## src/rtl/cdi_pkg.sv

```systemverilog
package cdi_pkg;
  localparam int NCH = 4;
  localparam int QUAD_LO = 2;

  typedef struct packed {
    logic quad;
    logic pair_hi;
    logic pair_lo;
  } grp_cfg_t;

  function automatic grp_cfg_t decode_grp(input logic [NCH-1:0] code);
    grp_cfg_t g;
    g.quad    = (code[NCH-1:QUAD_LO] == 2'b11);
    g.pair_lo = code[0];
    g.pair_hi = code[1];
    return g;
  endfunction

  // channels allowed to report under a grouping
  function automatic logic [NCH-1:0] report_allow(input grp_cfg_t g);
    logic [NCH-1:0] a;
    for (int k = 0; k < NCH; k++) begin
      a[k] = 1'b1;
      if (g.quad && k != 0) a[k] = 1'b0;
      if ((k % 2) == 1) begin
        if (k / 2 == 0 && g.pair_lo) a[k] = 1'b0;
        if (k / 2 == 1 && g.pair_hi) a[k] = 1'b0;
      end
    end
    return a;
  endfunction
endpackage

```

## src/rtl/cdi_event_qual.sv

```systemverilog
module cdi_event_qual
  import cdi_pkg::*;
(
  input  logic [NCH-1:0] conv_end,
  input  logic [NCH-1:0] is_adc,
  input  logic [NCH-1:0] group_mode,
  output logic [NCH-1:0] qual_evt
);
  grp_cfg_t       cfg;
  logic [NCH-1:0] allow;

  always_comb begin
    cfg      = decode_grp(group_mode);
    allow    = report_allow(cfg);
    qual_evt = conv_end & is_adc & allow;
  end
endmodule

```

## src/rtl/cdi_pulse_gen.sv

```systemverilog
module cdi_pulse_gen
  import cdi_pkg::*;
(
  input  logic           clk,
  input  logic           rst_n,
  input  logic [NCH-1:0] qual_evt,
  output logic [NCH-1:0] done_pulse
);
  for (genvar k = 0; k < NCH; k++) begin : g_ch
    always_ff @(posedge clk) begin
      if (!rst_n) done_pulse[k] <= 1'b0;
      else        done_pulse[k] <= qual_evt[k];
    end

    // each pulse lasts one cycle unless a fresh event arrives
    p_pulse_len_r2: assert property (@(posedge clk) disable iff (!rst_n)
      (done_pulse[k] && !qual_evt[k]) |=> !done_pulse[k]);
  end
endmodule

```

## src/rtl/cdi_sticky_status.sv

```systemverilog
module cdi_sticky_status
  import cdi_pkg::*;
(
  input  logic           clk,
  input  logic           rst_n,
  input  logic [NCH-1:0] qual_evt,
  input  logic [NCH-1:0] irq_mask,
  input  logic           stat_rd,
  output logic [NCH-1:0] status
);
  logic [NCH-1:0] set_vec;
  logic [NCH-1:0] keep_vec;

  assign set_vec  = qual_evt & irq_mask;
  assign keep_vec = stat_rd ? '0 : status;

  always_ff @(posedge clk) begin
    if (!rst_n) status <= '0;
    else        status <= keep_vec | set_vec;
  end

  // a read with no new event leaves nothing set
  p_read_clear_r5: assert property (@(posedge clk) disable iff (!rst_n)
    (stat_rd && qual_evt == '0) |=> (status == '0));

  // without a read no bit falls
  p_sticky_r4: assert property (@(posedge clk) disable iff (!rst_n)
    !stat_rd |=> ((status & $past(status)) == $past(status)));

  for (genvar k = 0; k < NCH; k++) begin : g_chk
    // a bit only rises when its channel was enabled
    p_mask_r3: assert property (@(posedge clk) disable iff (!rst_n)
      $rose(status[k]) |-> $past(irq_mask[k]));
    // an enabled event during a read survives
    p_coincide_r6: assert property (@(posedge clk) disable iff (!rst_n)
      (stat_rd && qual_evt[k] && irq_mask[k]) |=> status[k]);
  end
endmodule

```

## src/rtl/cdi_irq_ctrl.sv

```systemverilog
module cdi_irq_ctrl
  import cdi_pkg::*;
(
  input  logic           clk,
  input  logic           rst_n,
  input  logic [NCH-1:0] conv_end,
  input  logic [NCH-1:0] is_adc,
  input  logic [NCH-1:0] group_mode,
  input  logic [NCH-1:0] irq_mask,
  input  logic           stat_rd,
  output logic [NCH-1:0] done_pulse,
  output logic [NCH-1:0] status,
  output logic           irq
);
  logic [NCH-1:0] qual_evt;

  cdi_event_qual u_qual (
    .conv_end   (conv_end),
    .is_adc     (is_adc),
    .group_mode (group_mode),
    .qual_evt   (qual_evt)
  );

  cdi_pulse_gen u_pulse (
    .clk        (clk),
    .rst_n      (rst_n),
    .qual_evt   (qual_evt),
    .done_pulse (done_pulse)
  );

  cdi_sticky_status u_stat (
    .clk      (clk),
    .rst_n    (rst_n),
    .qual_evt (qual_evt),
    .irq_mask (irq_mask),
    .stat_rd  (stat_rd),
    .status   (status)
  );

  assign irq = |status;

  // interrupt only falls after a read
  p_irq_fall_r5: assert property (@(posedge clk) disable iff (!rst_n)
    $fell(irq) |-> $past(stat_rd));

  // grouped low pair never pulses its second channel
  p_fold_lo_r8: assert property (@(posedge clk) disable iff (!rst_n)
    done_pulse[1] |-> !$past(group_mode[0] || group_mode[3:2] == 2'b11));

  // grouped high pair never pulses its second channel
  p_fold_hi_r9: assert property (@(posedge clk) disable iff (!rst_n)
    done_pulse[3] |-> !$past(group_mode[1] || group_mode[3:2] == 2'b11));

  // quad grouping silences channel index 2
  p_fold_quad_r10: assert property (@(posedge clk) disable iff (!rst_n)
    done_pulse[2] |-> !$past(group_mode[3:2] == 2'b11));

  for (genvar k = 0; k < NCH; k++) begin : g_src
    // a pulse needs a raw event on an ADC channel
    p_pulse_src_r11: assert property (@(posedge clk) disable iff (!rst_n)
      done_pulse[k] |-> $past(conv_end[k] && is_adc[k]));
  end
endmodule

```

## config.mk

```make
export PLATFORM = sky130hd
export DESIGN_NAME = cdi_irq_ctrl
export DESIGN_NICKNAME = d
export VERILOG_FILES = /design/src/rtl/cdi_pkg.sv /design/src/rtl/cdi_event_qual.sv /design/src/rtl/cdi_pulse_gen.sv /design/src/rtl/cdi_sticky_status.sv /design/src/rtl/cdi_irq_ctrl.sv
export SDC_FILE = /design/constraint.sdc
export NUM_CORES = 1
export LEC_CHECK = 0
export BUFFER_PORTS_ARGS = -buffer_cell sky130_fd_sc_hd__buf_2
export CAP_MARGIN = 20
export CORE_AREA = 8 8 45 47
export DETAILED_ROUTE_END_ITERATION = 8
export DIE_AREA = 0 0 53 55
export PLACE_DENSITY = 0.54
export SLEW_MARGIN = 20
export SYNTH_ARGS = -nofsm -noshare
export SYNTH_HDL_FRONTEND = slang
export SYNTH_SLANG_ARGS = --single-unit
```

## constraint.sdc

```tcl
create_clock -name clk -period 1.8 [get_ports clk]
set_clock_uncertainty 0.15 [all_clocks]
set_input_delay 0.09 -clock clk [delete_from_list [all_inputs] [get_ports clk]]
set_output_delay 0.09 -clock clk [all_outputs]
set_load 0.02 [all_outputs]
```

==> out/summary.log <==
[critical_path] CP Data Arrival Time 1600 ps
[critical_path] CP dominant cell by count dlygate4sd3_1
[yosys] Cell Area, Synth 285.3 µm²
[power] fraction of power consumed by combinational cells 18.7%
[yosys] ranking of synthesized cells by instance count dfxtp_1, nand2_1, nand4b_1, nor3_1, o2bb2ai_1
[power] fraction of power spent switching nets 23.11%
[sta] final count of negative-setup-slack endpoints 0
[critical_path] critical path class input pin to flop
[sta] shortest clock period the worst path allows after layout 1565 ps
[global_route] global-route wire length before repair 1752 µm
[power] maximum resistive drop on vdd 284.4 µV
[power] leakage power summed over all cells 0.3003 nW
[critical_path] R2R Path Start u_stat.status[1]$_SDFF_PN0_
[run] max-cap viol count 0
[drt] mean routed wirelength per cell 12.07 µm
[clock_tree] maximum number of buffers from clock root to sink 2
[global_route] met2 Resource Use GR 10.74%
[placed_design] final RePlAce weighted congestion 0.6841
[drt] Vias per Instance 4.155
[placed_design] post-place instance area 440.4 µm²
[die] std cell rows 14
[critical_path] cell-by-cell trace of the critical path dlygate4sd3_1, buf_2, nand4b_1, dlygate4sd3_1, o2bb2ai_1
[clock_tree] clock sink total 8
[critical_path] kind of end point of the critical path flop
[die] die extent in y 55 µm
[sta] Worst Max-Slew Pin Slew 161.8 ps
[clock_tree] Clock Root Buffer clkbuf_4
[power] total power draw 0.0003931 W
[sta] Max Clock Freq 638.8 MHz
[sta] tightest slew margin relative to the limit 89.22%
[yosys] flip-flop and latch count after synthesis 8
[placed_design] quantity of I/O buffers inserted on ports 27
[power] sequential fraction of design power 47.1%
[yosys] fraction of the yosys area taken by sequential cells 56.14%
[critical_path] type of element launching the critical path input pin
[power] net switching power figure 0.00009083 W
[yosys] Top FF cell, synth dfxtp_1
[yosys] Async S/R FF share, synth 0%
[clock_tree] number of buffers inserted to repair setup after CTS 0
[yosys] Synth warnings 0
[finish] filler-free cell count of the finished design 84
[yosys] largest area contributor in the netlist dfxtp_1
[finish] synthesis-to-layout area growth 107.9%
[critical_path] path depth of the worst reg2reg path 1
[status] status complete, no violations
[drt] drt drc 0
[clock_tree] post-CTS resize count 0
[clock_tree] clock transition at the register clock pins on the worst setup and hold paths after CTS 50 ps
[drt] total wirelength of the detailed-routed design 1014 µm
[worst_hold_path] endpoint of the worst hold-timing path u_pulse.done_pulse[2]$_SDFF_PN0_
[placed_design] number of placed instances with taps included 68
[yosys] Unique masters post-synth 13
[clock_tree] total of hold buffers inserted after clock tree synthesis 13
[finish] fraction of final layout cells sized beyond drive strength 1 47.06%
[critical_path] count of buffer and inverter cells on the critical path 3
[clock_tree] Skew-Pair Late Insertion Delay 250 ps
[drt] number of DRC markers in iteration 0 2
[yosys] Yosys top cell area share 56.14%
[clock_tree] number of CTS-inserted buffers 3
[global_route] global-route total usage across every layer 7.996%
[worst_hold_path] hold-critical path depth 3
[critical_path] CP required 1830 ps
[sta] crit share post-route 86.97%
[critical_path] slowest library cell on the worst path dlygate4sd3_1
[yosys] post-synthesis area per instance 11.41 µm²
[global_route] initial antenna violation count 0
[global_route] met1 Track Usage GR 9.327%
[global_route] global-route track usage on met3 6.417%
[finish] number of nets in the layout 89
[die] total die area 2915 µm²
[worst_hold_path] Hold Startpoint group_mode[3]
[sta] RSZ-0062 raised after global routing no
[sta] Final TNS setup 0 ps
[yosys] cells after synthesis 25
[drt] Antenna Nets Post-Route 0
[power] Power per Cell Area 662.7 nW/µm²
[power] Clk network pwr share 34.3%
[die] placeable core area 1384 µm²
[critical_path] maximum cell stage delay along the critical path 570 ps
[yosys] most used standard cell by instance count after synthesis dfxtp_1
[finish] final antenna diode count 0
[clock_tree] clock tree from TritonCTS done
[critical_path] Critical Path Fanout Max 2
[global_route] global-route layer with the greatest usage met2
[worst_hold_path] Min-Delay Path Class input pin to flop
[yosys] largest cells by area after synthesis dfxtp_1, a2bb2o_4, nand4b_1
[finish] design area 593.1 µm²
[die] die width 53 µm
[finish] post-layout utilization of the core 42.86%
[sta] count of final hold-check violations 0
[power] Power Internal 0.0003022 W
[critical_path] worst r2r dst u_stat.status[1]$_SDFF_PN0_
[sta] Final Slew Violations 0
[critical_path] dominant delay contributor by cell family on the critical path buffers and inverters
[clock_tree] H-tree levels 1
[die] total I/O pin count 28
[global_route] pin count of the biggest net entering global routing 7
[global_route] vias in the first global route 417
[drt] first-pass iteration count of the detailed router 3
[yosys] syn nets 44
[drt] vias after detailed routing 349
[global_route] aggregate global routing overflow 0
[yosys] Post-synth EDFFs 0
[die] Initial Util 20.61%
[critical_path] register-to-register setup slack 1030 ps
layer usage:
layer,part of all wire [%],wire (µm)
met4,0,0
met5,0,0
met3,21,212
met1,43,437
met2,36,363
stage by stage:
stage	worst slack (ps)	hold slack, ps
floorplan	538.7	16.58
global placement	566.6	117.1
detailed placement	557.8	122.0
CTS	238.4	54.30
global route	196.0	97.30
finish	234.5	61.51
flip-flops by register name (all words and copies together) (netlist names):
register            flops
u_pulse.done_pulse      4
u_stat.status           4
worst max-delay path by stage:
stage	slack, ps	depth (start not counted)	start	end
2_1_floorplan	540	1	u_stat.status[1]$_SDFF_PN0_	irq
4_1_cts	240	5	group_mode[1]	u_stat.status[3]$_SDFF_PN0_
6_report	230	5	group_mode[1]	u_stat.status[3]$_SDFF_PN0_
5_1_grt	200	5	group_mode[1]	u_stat.status[3]$_SDFF_PN0_
3_3_place_gp	570	2	u_stat.status[1]$_SDFF_PN0_	irq
3_5_place_dp	560	2	u_stat.status[1]$_SDFF_PN0_	irq
layout make-up:
type                            instances  area [µm²]
Timing Repair Buffer                   40       265.3
Fill cell                             135       790.8
Sequential cell                         8       160.2
Multi-Input combinational cell         17       125.1
Clock buffer                            3       22.52
Tap cell                               16       20.02
power groups by stage:
| stage | registers, W | logic [W] | clock network, W |
|---|---|---|---|
| detailed placement | 0.000189 | 0.0000560 | 0 |
| CTS | 0.000185 | 0.0000742 | 0.000142 |
| global route | 0.000185 | 0.0000815 | 0.000155 |
| finish | 0.000185 | 0.0000734 | 0.000135 |
| global placement | 0.000188 | 0.0000563 | 0 |
| floorplan | 0.000195 | 0.0000185 | 0 |
cell families (layout without fill, tap and decap cells):
kind of cell | Yosys count | in the layout | share of synthesized area [%]
DFF | 8 | 8 | 56.14
AOI/OAI and AO/OA | 5 | 5 | 19.74
and+or+nand+nor | 12 | 12 | 24.12
buffers and inverters | 0 | 43 | 0
cells in the final DEF (no fill, tap or decap), drive strengths merged, types with 2 or more instances in the layout:
cell type,count
dfxtp,8
dlygate4sd3,13
nand4b,2
nand2,3
o2bb2ai,2
nor3,2
clkbuf,3
buf,27
(Power assumes the default switching activity.)
